File: config.mk
export PLATFORM = sky130hd
export DESIGN_NAME = vin_input_status
export DESIGN_NICKNAME = d
export VERILOG_FILES = /design/src/rtl/vin_stat_pkg.sv /design/src/rtl/vin_sticky_flag.sv /design/src/rtl/vin_uv_arm.sv /design/src/rtl/vin_alert_gen.sv /design/src/rtl/vin_input_status.sv
export SDC_FILE = /design/constraint.sdc
export NUM_CORES = 1
export LEC_CHECK = 0
export ABC_AREA = 1
export BUFFER_PORTS_ARGS = -buffer_cell sky130_fd_sc_hd__buf_4
export CAP_MARGIN = 5
export CORE_MARGIN = 2
export CORE_UTILIZATION = 25
export DETAILED_ROUTE_END_ITERATION = 8
export HOLD_SLACK_MARGIN = 0.02
export PLACE_DENSITY = 0.63
export SLEW_MARGIN = 30
export SYNTH_ARGS = -nofsm -noshare
export SYNTH_HDL_FRONTEND = slang
export SYNTH_SLANG_ARGS = --single-unit
File: constraint.sdc
create_clock -name clk -period 0.9 [get_ports clk]
set_input_delay 0.18 -clock clk [delete_from_list [all_inputs] [get_ports clk]]
set_output_delay 0.18 -clock clk [all_outputs]
set_load 0.03 [all_outputs]
File: src/rtl/vin_stat_pkg.sv
package vin_stat_pkg;
  localparam int STAT_W   = 8;
  localparam int CMD_W    = 8;
  localparam int NUM_FLAG = 2;
  localparam int OVF_POS  = 7;
  localparam int UVW_POS  = 5;
  localparam int LOW_POS  = 3;
  localparam logic [CMD_W-1:0] STATUS_CMD = 8'h7C;

  typedef logic [STAT_W-1:0] stat_byte_t;

  // index 0 = overvoltage flag, index 1 = undervoltage flag
  function automatic int flag_pos(input int idx);
    return (idx == 0) ? OVF_POS : UVW_POS;
  endfunction
endpackage

File: src/rtl/vin_sticky_flag.sv
module vin_sticky_flag (
  input  logic clk,
  input  logic rst,
  input  logic set_i,
  input  logic clr_i,
  output logic flag_o
);
  logic flag_q;

  // A set in the same cycle as a clear keeps the flag set.
  always_ff @(posedge clk) begin
    if (rst)        flag_q <= 1'b0;
    else if (set_i) flag_q <= 1'b1;
    else if (clr_i) flag_q <= 1'b0;
  end

  assign flag_o = flag_q;
endmodule

File: src/rtl/vin_uv_arm.sv
module vin_uv_arm (
  input  logic clk,
  input  logic rst,
  input  logic vin_on_i,
  input  logic uv_evt_i,
  output logic armed_o,
  output logic uv_evt_o
);
  logic armed_q;

  always_ff @(posedge clk) begin
    if (rst)           armed_q <= 1'b0;
    else if (vin_on_i) armed_q <= 1'b1;
  end

  assign armed_o  = armed_q;
  assign uv_evt_o = uv_evt_i & armed_q;
endmodule

File: src/rtl/vin_alert_gen.sv
module vin_alert_gen #(
  parameter int N = 2
) (
  input  logic         clk,
  input  logic         rst,
  input  logic         mask_wr_i,
  input  logic [N-1:0] mask_bits_i,
  input  logic [N-1:0] flags_i,
  output logic [N-1:0] mask_o,
  output logic         alert_n_o
);
  logic [N-1:0] mask_q;
  logic         alert_n_q;
  logic         any_live;

  always_ff @(posedge clk) begin
    if (rst)            mask_q <= '0;
    else if (mask_wr_i) mask_q <= mask_bits_i;
  end

  assign any_live = |(flags_i & ~mask_q);

  always_ff @(posedge clk) begin
    if (rst) alert_n_q <= 1'b1;
    else     alert_n_q <= ~any_live;
  end

  assign mask_o    = mask_q;
  assign alert_n_o = alert_n_q;
endmodule

File: src/rtl/vin_input_status.sv
module vin_input_status
  import vin_stat_pkg::*;
(
  input  logic              clk,
  input  logic              rst,
  input  logic              ovf_evt_i,
  input  logic              uvw_evt_i,
  input  logic              vin_on_i,
  input  logic              bus_wr_i,
  input  logic [CMD_W-1:0]  bus_cmd_i,
  input  logic [STAT_W-1:0] bus_wdata_i,
  input  logic              clr_faults_i,
  input  logic              mask_wr_i,
  input  logic [STAT_W-1:0] mask_wdata_i,
  output logic [STAT_W-1:0] rd_data_o,
  output logic              alert_n_o
);
  logic                addr_hit;
  logic                uv_armed;
  logic                uv_gated;
  logic                low_q;
  logic [NUM_FLAG-1:0] evt_vec;
  logic [NUM_FLAG-1:0] flag_vec;
  logic [NUM_FLAG-1:0] mask_in;
  logic [NUM_FLAG-1:0] mask_q;
  stat_byte_t          stat_byte;

  assign addr_hit = bus_wr_i && (bus_cmd_i == STATUS_CMD);

  vin_uv_arm u_arm (
    .clk      (clk),
    .rst      (rst),
    .vin_on_i (vin_on_i),
    .uv_evt_i (uvw_evt_i),
    .armed_o  (uv_armed),
    .uv_evt_o (uv_gated)
  );

  assign evt_vec = {uv_gated, ovf_evt_i};

  for (genvar g = 0; g < NUM_FLAG; g++) begin : g_flag
    localparam int POS = flag_pos(g);
    logic clr_this;
    assign clr_this   = clr_faults_i | (addr_hit & bus_wdata_i[POS]);
    assign mask_in[g] = mask_wdata_i[POS];
    vin_sticky_flag u_flag (
      .clk    (clk),
      .rst    (rst),
      .set_i  (evt_vec[g]),
      .clr_i  (clr_this),
      .flag_o (flag_vec[g])
    );
  end

  vin_alert_gen #(.N(NUM_FLAG)) u_alert (
    .clk         (clk),
    .rst         (rst),
    .mask_wr_i   (mask_wr_i),
    .mask_bits_i (mask_in),
    .flags_i     (flag_vec),
    .mask_o      (mask_q),
    .alert_n_o   (alert_n_o)
  );

  // Live input-low bit, registered; reads 1 out of reset.
  always_ff @(posedge clk) begin
    if (rst) low_q <= 1'b1;
    else     low_q <= ~vin_on_i;
  end

  always_comb begin
    stat_byte          = '0;
    stat_byte[LOW_POS] = low_q;
    for (int i = 0; i < NUM_FLAG; i++) stat_byte[flag_pos(i)] = flag_vec[i];
  end

  assign rd_data_o = stat_byte;
endmodule

# After elaboration in Yosys (flattened, before gate mapping)
# Index checks and enable logic that the tools add are counted.
# W data, S select, Z words.
[classes]
n_reduce_logical = 4
n_mux = 4
bitwise_logic = 9
n_eq_ne = 1
[op_table]
columns = ["cell", "n"]
rows = [
  ["$eq A8 B7 Y1 const B", 1],
  ["$mux W1", 4],
  ["$reduce_bool A2 Y1", 2],
  ["$and A1 B1 Y1", 3],
  ["$and A2 B2 Y2", 1],
  ["$not A1 Y1", 2],
  ["$not A2 Y2", 1],
  ["$or A1 B1 Y1", 2],
  ["$reduce_or A2 Y1", 1],
  ["$logic_and A1 B1 Y1", 1],
]
[word_totals]
out_inout_bits = 9
in_bits = 32
ff_bits = 7
word_cells = 24

# Longest topological paths before layout
# Gate-level depths: netlist of run 1.
[depth]
ltp_word = 6
depth_mapped = 6
ltp_nobuf = 6

# Hierarchy
# Synthesis of run 1 repeated with hierarchy kept, for this count alone.
[unflattened]
cells_unflattened = 58
area_unflattened_um2 = 374.1
[by_module_without_submodules]
columns = ["mod", "area_each_um2", "seq_area_each_um2", "n_inst", "cells_per_inst"]
rows = [
  ["vin_input_status", 135.1, 20.0, 1, 23],
  ["vin_alert_gen", 123.9, 60.1, 1, 20],
  ["vin_sticky_flag", 40.0, 20.0, 2, 5],
  ["vin_uv_arm", 35.0, 20.0, 1, 5],
]

# Least setup slack after synthesis of run 1
# Ideal clock, no wire load.
[synth_timing]
path_type = "flip-flop to flip-flop"
startpoint = "register g_flag[0].u_flag.flag_q"
endpoint = "register u_alert.alert_n_q, in the netlist u_alert.alert_n_o"
slack_ps = 256
n_path_buf = 0
setup_time_ps = 118
t_arrival_ps = 526
stages_incl_launch_ff = 4
path_cell_list = "dfxtp_1 inv_1 o22ai_1 nand2_1"
[synth_between]
elab_chain_cells = 3
[synth_rtl]
columns = ["item", "line", "text"]
rows = [
  ["start, declared", "vin_sticky_flag.sv:8", "logic flag_q;"],
  ["start signal, assigned", "vin_sticky_flag.sv:12", "if (rst) flag_q <= 1'b0;"],
  ["start signal, assigned", "vin_sticky_flag.sv:13", "else if (set_i) flag_q <= 1'b1;"],
  ["start signal, assigned", "vin_sticky_flag.sv:14", "else if (clr_i) flag_q <= 1'b0;"],
  ["$and A2 B2 Y2", "vin_alert_gen.sv:21", "assign any_live = |(flags_i & ~mask_q);"],
  ["$reduce_or A2 Y1", "vin_alert_gen.sv:21", ""],
  ["$not A1 Y1", "vin_alert_gen.sv:25", "else alert_n_q <= ~any_live;"],
  ["end signal, assigned", "vin_alert_gen.sv:25", ""],
  ["end, declared", "vin_alert_gen.sv:13", "logic alert_n_q;"],
]
# No other way between the ends.
# A chain may end at the register's enable or synchronous reset.

# Worst setup path in the final report of run 1
[layout_timing]
startpoint = "register g_flag[1].u_flag.flag_q"
endpoint = "output port rd_data_o[5]"
[layout_lines]
columns = ["item", "line", "text"]
rows = [
  ["start, declared", "vin_sticky_flag.sv:8", ""],
  ["start signal, assigned", "vin_sticky_flag.sv:12", ""],
  ["start signal, assigned", "vin_sticky_flag.sv:13", ""],
  ["start signal, assigned", "vin_sticky_flag.sv:14", ""],
  ["end, declared", "vin_input_status.sv:15", "output logic [STAT_W-1:0] rd_data_o,"],
]
# No word-level cell between the ends.

==> out/results.txt, run 1 <==
The congestion estimate from routability-driven global placement came to 0.669. The number of DRC violations after detailed routing came out at 0. The tools report the met1 layer wirelength in the final routing as 248 um. Data on the critical path is required at its endpoint by 0.72 ns. Leaving out fill and tap cells, the most frequent cell in the layout is buf_4. The number of antenna diodes in the final layout is 0. The tools report the number of global-route vias before repair as 295. Max-cap violations in this run came to 0. Final hold analysis gives a worst-case slack of 0.0943 ns. Quantity of I/O buffers inserted on ports: 23. Final clock skew: 0.00160 ns. For the worst setup path, the data arrival time is 0.69 ns.

The run gives 0 as the post-detailed-route count of antenna-violating nets. The critical path goes through buf_6. The tools report the final count of hold timing violations as 0. The top-level I/O count was 41; the H-tree depth was 1.

Die area: 1720 um2. Worst-path cell with the longest stage delay: dfxtp_2. Summed over all nets, wire length on met2 after detailed routing comes to 366 um.

The run gives 0 as the initial antenna violation count. The total buffers and inverters traversed by the critical path was 1. The tools report the CTS root buffer as clkbuf_4.

The flip-flop and latch count after synthesis came out at 7. The die is 41.4 um wide. The tools report the category of the worst setup path capture point as an output pin. Area growth from synthesis to layout: 55.0%. The tools report the critical path launch point type as a flip-flop. The average vias per placed instance was 3.84. The first routing iteration left 3 violations. TritonCTS built the clock tree. The worst path needs 0.873 ns of the cycle, external delays included. The min-delay analysis places its worst path in the category in -> reg. For the final routed database, the setup TNS stands at 0 ns. In this run, CTS created clock tree buffers numbering 3. For this run, the post-layout net count is 105. The floorplan has 13 rows.

For the core footprint, the log shows 1300 um2. Averaged over all synthesized cells, the footprint is 7.15 um2. In the final routed layout, each cell accounts on average for 7.84 um. Die boundary height: 41.4 um. The mapped netlist covers 350 um2.

The logs give 0 for the count of endpoints failing setup in the final report and 2 for the number of iterations in the first detailed-routing pass. Clock latency on the worst-skew pair: 0.25 ns. In the layout the commonest cells are buf_4 (19), nand2_1 (10), inv_1 (7). During synthesis, Yosys emitted a total of 0 warnings.

The final cycle utilization of the critical path was 0.970; the worst-case clock buffer depth was 2. Clock tree synthesis found a total of 7 sinks. The global-route wire length before repair is 1240 um. The final standard cell utilization of the core is 0.417, and the total congestion overflow is 0. The sequential element share of the synthesized area was 0.400. Clock-pin slew was measured on the worst setup and hold paths at 0.05 ns. Synthesis instantiated 13 different standard cells from the library. In the detailed route, the total length drawn on met3 is 67 um. Biggest fanout along the worst timing path: 2.

Counting tap cells, the placed design contains a total of 83 instances. The starting utilization of the core area was 0.269; the total wire length was 682 um. Setup repair after global routing could not meet its margin everywhere. The run finished with clean final reports.

The largest net degree at the start of global routing is 7, and the maximum VDD drop is 0.858 mV. The cell leakage power is 0.285 nW, and the post-CTS setup-driven buffer insertion count is 0. The highest routing layer actually used is met3. The all-layer global routing usage is 0.0990, and the critical path's largest stage delay is 0.32 ns.

After clock tree synthesis, the flow added hold-fix buffers numbering 0. The fraction of layout instances using a drive strength above 1 works out to 0.458. In this run the power density over the cells is 1480 nW/um2. After the flow finishes, the layout carries non-filler instances totaling 87.

The setup path with the least slack is of type reg -> out. For the cell count after synthesis, the log shows 49. The cell family contributing the most delay on the critical path is flip-flops. The routed layout has 334 vias. Detailed placement ended at an HPWL of 586 um.

The highest achievable clock rate came out at 1150 MHz. Total count of max-transition violations in the final report: 0.
power by group:
group	internal (mW)	leakage, nW	switching [mW]
Sequential	0.335	0.0583	0.0104
Combinational	0.0894	0.212	0.0927
Clock	0.169	0.0150	0.105
per-layer routing:
layer / track usage / up-vias
met1: 0.0957 / 139
met4: 0.0387 / 0
li1: - / 183
met3: 0.0826 / 0
met5: 0 / -
met2: 0.153 / 12
logic make-up after synthesis:
logic type,synth area share
and+or+nand+nor,0.271
DFF,0.400
AOI/OAI and AO/OA,0.0714
other,0.0107
buffers and inverters,0.246
metrics by stage:
step	setup slack, ns	power [mW]	cell area (um2)
2_1_floorplan	0.256	0.463	365
4_1_cts	0.00630	0.816	533
5_1_grt	-0.0114	0.868	543
6_report	0.0272	0.801	543
3_3_place_gp	0.106	0.522	497
3_5_place_dp	0.0958	0.523	497
synth_stat cells (all sizes together):
library cell | number | area [um2]
nand4 | 2 | 12.5
inv | 7 | 26.3
nor2 | 8 | 35.0
nand2 | 10 | 37.5
conb | 1 | 3.75
o21ai | 2 | 10.0
o22ai | 1 | 6.26
nand3 | 1 | 5.00
a21oi | 1 | 8.76
nor3 | 1 | 5.00
dfxtp | 7 | 140
buf | 8 | 60.1
layout make-up:
class | count | area, um2
timing repair buffer | 23 | 188
inverter | 7 | 26.3
multi-input combinational | 31 | 139
tap | 15 | 18.8
sequential | 7 | 145
clock buffer | 4 | 26.3
fill | 148 | 758
registers in the layout, indices dropped and copies added, names as in the netlist:
register and count:
u_alert.alert_n_o 1, low_q 1, u_arm.armed_o 1, g_flag.u_flag.flag_o 2, u_alert.mask_o 2
final timing paths:
check                                                          start  slack (ns)  depth (start not counted)                                    to
worst max-delay path            g_flag[1].u_flag.flag_o$_SDFFE_PP0P_        0.03                          1                          rd_data_o[5]
worst min-delay path                                             rst        0.09                          2  g_flag[0].u_flag.flag_o$_SDFFE_PP0P_
worst max register to register  g_flag[0].u_flag.flag_o$_SDFFE_PP0P_        0.19                          3          u_alert.alert_n_o$_SDFF_PP1_
worst min register to register            u_arm.armed_o$_SDFFE_PP0P_        0.45                          2            u_arm.armed_o$_SDFFE_PP0P_
what timing repair did:
| action | 4_1_cts | 5_1_grt |
|---|---|---|
| hold endpoints to repair | 0 | 0 |
| setup endpoints to repair | 2 | 4 |
| resized for setup | 4 | 4 |
Power figures use the tool's default switching activity.
==> inputs of run 2 (changes only) <==
--- a/config.mk
+++ b/config.mk
@@ -11,6 +11,7 @@
 export CORE_MARGIN = 2
 export CORE_UTILIZATION = 25
 export DETAILED_ROUTE_END_ITERATION = 8
+export GPL_TIMING_DRIVEN = 0
 export HOLD_SLACK_MARGIN = 0.02
 export PLACE_DENSITY = 0.63
 export SLEW_MARGIN = 30
==> run 2 against run 1 <==
  * Power grew 3.8%
  * Sequential share of layout area shrank 2.0 points
  * Fmax shrank 0.58%
  * Count of clock-buffer cells in the layout is the same
  * Non-clock buffer count grew 6
  * Worst setup slack lost 0.0051 ns
  * Worst hold slack lost 0.0020 ns
  * Via count grew 5.7%
  * Clock skew grew 0.0018 ns
  * Cell count grew 6.9%
  * Flip-flop and latch count is the same
  * Clock power grew 3%
  * Critical endpoint unchanged
  * Largest cell class unchanged
==> out/results.txt, run 2 (same netlist as run 1, synthesis figures left out) <==
The run finished with clean final reports. Final cycle utilization of the critical path: 0.976. The total congestion overflow is 0. The number of clock sinks seen by CTS is 7. STA classifies the critical path startpoint as a flip-flop.

The tools report the first-iteration detailed-routing DRC count as 1. TritonCTS built the clock tree. The max-capacitance violation count was 0.

Setup repair after global routing could not meet its margin everywhere. The root buffer cell chosen for the clock tree is clkbuf_4. Signal routing reaches up to met3.

For the die area, the log shows 1720 um2. The largest net degree at the start of global routing came out at 7. For this design the top-level I/O count stands at 41.

The number of rows created at floorplan was 13. For the net total in the final layout, the log shows 111. The floorplan die width works out to 41.4 um. The met1 layer wirelength in the final routing came out at 295 um.

For this design the ratio of total power to cell area is 1410 nW/um2. The library cell used most frequently in the layout, excluding fill and tap cells, is buf_4. Across the whole layout, storage elements account for 145 um2. For the number of global-route vias before repair, the log shows 349. On the final layout, the worst hold slack is 0.0924 ns.

The post-detailed-route count of antenna-violating nets was 0. For the starting utilization of the core area, the log shows 0.269. VDD sags by at most 0.794 mV.

The worst setup path is captured at an output pin. The tools report the post-cts hold buffer count as 0. After clock tree synthesis, the clock-pin slew on the worst setup and hold paths is 0.05 ns.

At the worst endpoint, the required time is 0.72 ns. Of all nets on the critical path, the largest fanout is 2. The pre-antenna-repair detailed-routing pass consisted of 2 iterations. The tools report the met3 routed wirelength as 65 um. Traced cell by cell, the critical path runs through buf_6.

Routability-driven placement finished with a final weighted congestion of 0.652. Setup violations remaining at the end of the flow were counted as 0. The run gives 713 um as the total wire length. The run gives 0 as the final count of hold timing violations. The worst path in the final design needs a cycle of 0.878 ns, including I/O delays and setup. The run gives 0.25 ns as the clock latency on the worst-skew pair.

The critical path's largest stage delay is 0.33 ns. The die is 41.4 um tall. On the critical path the largest part of the delay comes from flip-flops.

For this block, the via count after detailed routing is 353. The H-tree depth was 1. The routed design uses 353 um of met2 wire. Clock skew on the completed layout was measured at 0.00343 ns. The critical path in this run is classified as reg -> out. Detailed placement ended at an HPWL of 603 um. The run gives 0 as the initial antenna violation count.

TritonCTS created 3 clock buffers. At the worst endpoint, the arrival time is 0.70 ns. In the layout the commonest cells are buf_4 (25), nand2_1 (10), inv_1 (7). Core footprint: 1300 um2. Final standard cell utilization of the core: 0.452. The tightest min-delay check is of the in -> reg type. For the all-layer global routing usage, the log shows 0.101. In the final layout, the multi-input gates occupy 139 um2. The first global-routing pass estimated 1300 um of wire. Counting the fill cells in the layout gives 144. Total count of max-transition violations in the final report: 0.

The worst-path cell with the longest stage delay was dfxtp_2. Port buffering added 23 buffers. The area growth from synthesis to layout works out to 67.9%. The total buffers and inverters traversed by the critical path was 1. Fraction of layout instances using a drive strength above 1: 0.500.

The tools report the highest achievable clock rate as 1140 MHz. The longest clock path from root to sink contains 2 buffers. For this run, design rule violations remaining after detail routing come to 0. The sum of negative setup slack was 0 ns; the average vias per placed instance was 3.80.

The detail-routed net length per standard cell was 7.67 um. The number of antenna diodes came out at 0. The tools report the cell leakage power as 0.317 nW.
run 2: changes by cell type in the layout (fill, tap and decap cells not counted), sizes merged:
cell,before,now
buf,23,29
run 2: worst paths after layout:
path,startpoint,to,slack [ns],cells after the start
hold reg to reg,u_arm.armed_o$_SDFFE_PP0P_,u_arm.armed_o$_SDFFE_PP0P_,0.46,2
setup / recovery,g_flag[1].u_flag.flag_o$_SDFFE_PP0P_,rd_data_o[5],0.02,1
setup reg to reg,g_flag[0].u_flag.flag_o$_SDFFE_PP0P_,u_alert.alert_n_o$_SDFF_PP1_,0.11,4
hold / removal,rst,g_flag[0].u_flag.flag_o$_SDFFE_PP0P_,0.09,2
run 2: what timing repair did:
| action | in CTS | in global routing |
|---|---|---|
| endpoints found under the setup margin | 3 | 4 |
| gates resized for setup | 5 | 3 |
| buffers inserted | 0 | 1 |
| hold endpoints to repair | 0 | 0 |
| pin swaps | 0 | 0 |
run 2: routing by layer:
layer,GRT usage,vias up
met1,0.0984,146
met2,0.166,12
met5,0,-
li1,-,195
met3,0.0826,0
met4,0.0194,0
run 2: final cells by class:
type | count | share of cell area
Clock buffer | 4 | 0.0447
Multi-Input combinational cell | 31 | 0.236
Timing Repair Buffer | 24 | 0.332
Sequential cell | 7 | 0.247
Tap cell | 15 | 0.0319
Buffer | 5 | 0.0638
Inverter | 7 | 0.0447
run 2: stage by stage:
| stage | worst slack, ns | cell area (um2) | power [mW] | std cells |
|---|---|---|---|---|
| CTS | 0.000872 | 574 | 0.841 | 92 |
| floorplan | 0.256 | 365 | 0.463 | 53 |
| finish | 0.0220 | 588 | 0.832 | 93 |
| global route | -0.0145 | 588 | 0.890 | 93 |
| detailed placement | 0.0950 | 557 | 0.551 | 91 |
| global placement | 0.105 | 557 | 0.549 | 91 |
run 2: power breakdown:
part,switching [mW],total [mW],internal (mW)
Clock,0.113,0.282,0.169
Combinational,0.0961,0.203,0.107
Sequential,0.0113,0.346,0.335
Total,0.221,0.832,0.611
==> inputs of run 3 (changes only) <==
--- a/config.mk
+++ b/config.mk
@@ -5,15 +5,15 @@
 export SDC_FILE = /design/constraint.sdc
 export NUM_CORES = 1
 export LEC_CHECK = 0
-export ABC_AREA = 1
 export BUFFER_PORTS_ARGS = -buffer_cell sky130_fd_sc_hd__buf_4
 export CAP_MARGIN = 5
 export CORE_MARGIN = 2
 export CORE_UTILIZATION = 25
+export CTS_BUF_LIST = sky130_fd_sc_hd__clkbuf_8
 export DETAILED_ROUTE_END_ITERATION = 8
 export GPL_TIMING_DRIVEN = 0
 export HOLD_SLACK_MARGIN = 0.02
-export PLACE_DENSITY = 0.63
+export PLACE_DENSITY = 0.64
 export SLEW_MARGIN = 30
 export SYNTH_ARGS = -nofsm -noshare
 export SYNTH_HDL_FRONTEND = slang
==> run 3 against run 2 <==
  * Cell area is 3.0% higher
  * Fmax increased by 1.5%
  * Die area decreased by 2.6%
  * Power up 17%
  * Count of clock-buffer cells in the layout down 1
  * Non-clock buffer count up 1
  * Utilization up 1.9 points
  * Critical path depth unchanged
  * Register-to-register slack got worse by 0.07 ns
  * Critical path type unchanged
  * Largest power group is now clock
  * Highest routed layer is now met4
==> out/results.txt, run 3 <==
The most used flip-flop cell after synthesis is dfxtp_1. Timing would allow up to 1160 MHz. For the worst reg-to-reg setup slack, the log shows 0.04 ns.

In this run, synthesis inferred 0 flip-flops with an integrated enable. The data required time of the critical path was 0.72 ns. For this run, the slowest stage of the critical path takes 0.33 ns. The net switching power was 237 uW. In this run the mean area of a mapped cell was 8.73 um2. For this block, the initial DRC count from the detailed router was 4. The sequential element share of the synthesized area is 0.412, and the post-route standard cell area excluding fillers is 606 um2. The register clock-pin slew on the reported worst setup and hold paths is 0.04 ns, and the total number of vias is 345. By area the synthesized netlist is led by dfxtp_1 (41%), buf_4 (18%), mux2i_1 (5.9%), nand4b_1 (5.1%), nor2_1 (4.4%).

The instance count on the critical path came out at 1. At the end of the flow, the number of nets in the layout was 102. The worst setup path is captured at an output pin. Dividing the detail-routed via count by the number of cells gives 4.11.

For this design the ratio of total power to cell area is 1610 nW/um2. The initialized floorplan defines 13 standard-cell rows. The starting utilization of the core area is 0.265. The logs give 130 for the number of filler instances in the final layout and 0 for the count of endpoints failing setup in the final report. The biggest fanout along the worst timing path came out at 2. The tools report the number of clock sinks seen by CTS as 7. The critical path goes through buf_6. The path depth of the worst reg2reg path is 4. The most critical setup path has its startpoint at g_flag[1].u_flag.flag_o$_SDFFE_PP0P_.

The quantity of I/O buffers inserted on ports is 23. The startpoint identified for the worst register-to-register timing path is g_flag[0].u_flag.flag_o$_SDFFE_PP0P_. The proportion of netlist area held by the largest area contributor is 0.412.

The area growth from synthesis to layout was 77.9%. CTS root buffer: clkbuf_8. The die area was 1670 um2. The first global-routing pass estimated 972 um of wire. Leaving out fill and tap cells, the most frequent cells in the layout are buf_4 (26), conb_1 (5). The run gives 0.107 as the all-layer global routing usage. The tool flagged a number of max-cap violations equal to 0. The library cell used most frequently in the layout, excluding fill and tap cells, is buf_4. After detailed routing, the average wire length per cell comes to 9.18 um.

The final standard cell utilization of the core was 0.471. The slowest stage of the critical path belongs to the cell dfxtp_2. The floorplan die width was 40.9 um. After synthesis the netlist holds a flip-flop and latch count of 7.

Total congestion overflow: 0. The switching power share of the total works out to 0.243. The tools report the critical register-to-register path endpoint as g_flag[0].u_flag.flag_o$_SDFFE_PP0P_. In this run the cell area measured after placement is 547 um2.

The run gives 739 uW as the internal portion of total power. The first detailed-routing pass took 4 iterations. The run gives 264 as the number of global-route vias before repair.

VDD sags by at most 0.970 mV. TritonCTS built the clock tree. The worst path in the final design needs a cycle of 0.865 ns, including I/O delays and setup. In this run the standard cell core region covers 1280 um2.

The initial antenna violation count was 0. The die boundary height works out to 40.9 um. The run gives 0.443 as the part of the power in the clock network. The number of clock buffers added by TritonCTS is 3. Excluding fillers, the count of instances in the completed layout stands at 84.

The total buffers and inverters traversed by the critical path works out to 1. Detailed placement finished with a half-perimeter wire length of 616 um. In this run the cell area of the synthesized design comes to 340 um2.

OpenSTA, run right after detailed placement, puts the worst setup slack at -0.109 ns. Fraction of layout instances using a drive strength above 1: 0.536. For this design the static power due to leakage is 0.305 nW. The total wire length was 771 um. The final clock skew is 0.000867 ns, and the final cycle utilization of the critical path is 0.961. The post-detailed-route count of antenna-violating nets is 0. The critical path class is reg -> out.

For the worst setup path, the data arrival time is 0.68 ns. The later pin in the worst-skew pair is clocked with a latency of 0.23 ns. The power share of the sequential group was 0.351. Cell family contributing the most delay on the critical path: flip-flops. The repair_antennas step left the layout with diodes totalling 0.

By instance count, the leading cell after synthesis is buf_4. The worst min-delay path category was in -> reg. The run gives 0.206 as the logic gate share of total power.

The netlist uses 15 different library cells. The proportion of register bits with asynchronous set or reset after synthesis is 0. The synthesized design spends more area on one cell type than any other, namely dfxtp_1. Sorting the synthesized cells by how often they occur yields buf_4 (8), dfxtp_1 (7), nor2_1 (4). STA classifies the critical path startpoint as a flip-flop. Once routing completed, OpenROAD measured the worst setup slack at 0.0352 ns.

In the final timing run, aggregate negative setup slack is 0 ns. The critical path ends at rd_data_o[5]. Setup repair after global routing left no endpoint under its margin. For this run, design rule violations remaining after detail routing come to 0. The final count of hold timing violations is 0, and the total count of max-transition violations in the final report is 0.

After technology mapping, the gate count stands at 39. The tools report the H-tree depth as 1. In this run the count of I/O pins placed on the die edge is 41. The clock passes through at most 2 buffers. The run finished with clean final reports. The tools report the largest net degree at the start of global routing as 8. For this run, the number of Yosys warnings is 0. Routability-driven placement finished with a final weighted congestion of 0.543. Counting tap cells, the placed design contains a total of 81 instances.
==> run 3: changes by cell type in the layout (fill, tap and decap cells not counted), moves of 3 or more <==
cell	before	now
clkbuf_4	3	0
nand2_1	10	1
clkbuf_8	0	3
inv_1	7	4
==> run 3: worst min path at each step <==
stage	startpoint	to	slack, ns	cells after the start
2_1_floorplan	rst	g_flag[0].u_flag.flag_o$_SDFFE_PP0P_	0.25	1
3_3_place_gp	vin_on_i	low_q$_SDFF_PP1_	0.36	2
3_5_place_dp	vin_on_i	low_q$_SDFF_PP1_	0.37	2
4_1_cts	vin_on_i	low_q$_SDFF_PP1_	0.12	2
5_1_grt	vin_on_i	low_q$_SDFF_PP1_	0.12	2
6_report	vin_on_i	low_q$_SDFF_PP1_	0.12	2
==> run 3: cell families (layout without fill, tap and decap cells) <==
group                  count (synthesis)  after routing  synth area share
buffers and inverters                 11             37             0.210
AOI/OAI and AO/OA                      5              5            0.0919
DFF                                    7              7             0.412
muxes                                  2              2            0.0588
and+or+nand+nor                       13             13             0.217
other                                  1              5            0.0110
==> run 3: what timing repair did <==
item / in CTS / in global routing
setup endpoints to repair: 3 / 2
buffers inserted: 2 / 0
hold buffers: 0 / 0
gates resized for setup: 6 / 2
==> run 3: power by group through the flow <==
stage	Combinational, mW	Sequential [mW]	Clock, mW
floorplan	0.101	0.349	0
global placement	0.193	0.345	0
detailed placement	0.195	0.345	0
CTS	0.198	0.342	0.455
global route	0.217	0.344	0.477
finish	0.201	0.343	0.433
==> run 3: per-stage QoR <==
stage          power (mW)  hold WS, ns
6_report            0.976        0.124
5_1_grt              1.04        0.123
4_1_cts             0.995        0.119
3_5_place_dp        0.541        0.372
3_3_place_gp        0.538        0.363
2_1_floorplan       0.450        0.249
==> run 3: cell type report <==
class                           instances  area (um2)  area share
Multi-Input combinational cell         25         146       0.242
Timing Repair Buffer                   25         203       0.335
Clock inverter                          1        3.75     0.00620
Buffer                                  5        37.5      0.0620
Inverter                                3        11.3      0.0186
Clock buffer                            3        41.3      0.0682
Tap cell                               15        18.8      0.0310
Sequential cell                         7         144       0.238
==> run 3: metal layers <==
layer / up-vias / share of wire / track usage
met5: - / 0 / 0
met4: 0 / 0.010 / 0.100
met2: 18 / 0.50 / 0.133
met3: 2 / 0.12 / 0.0978
li1: 176 / - / -
met1: 149 / 0.36 / 0.101
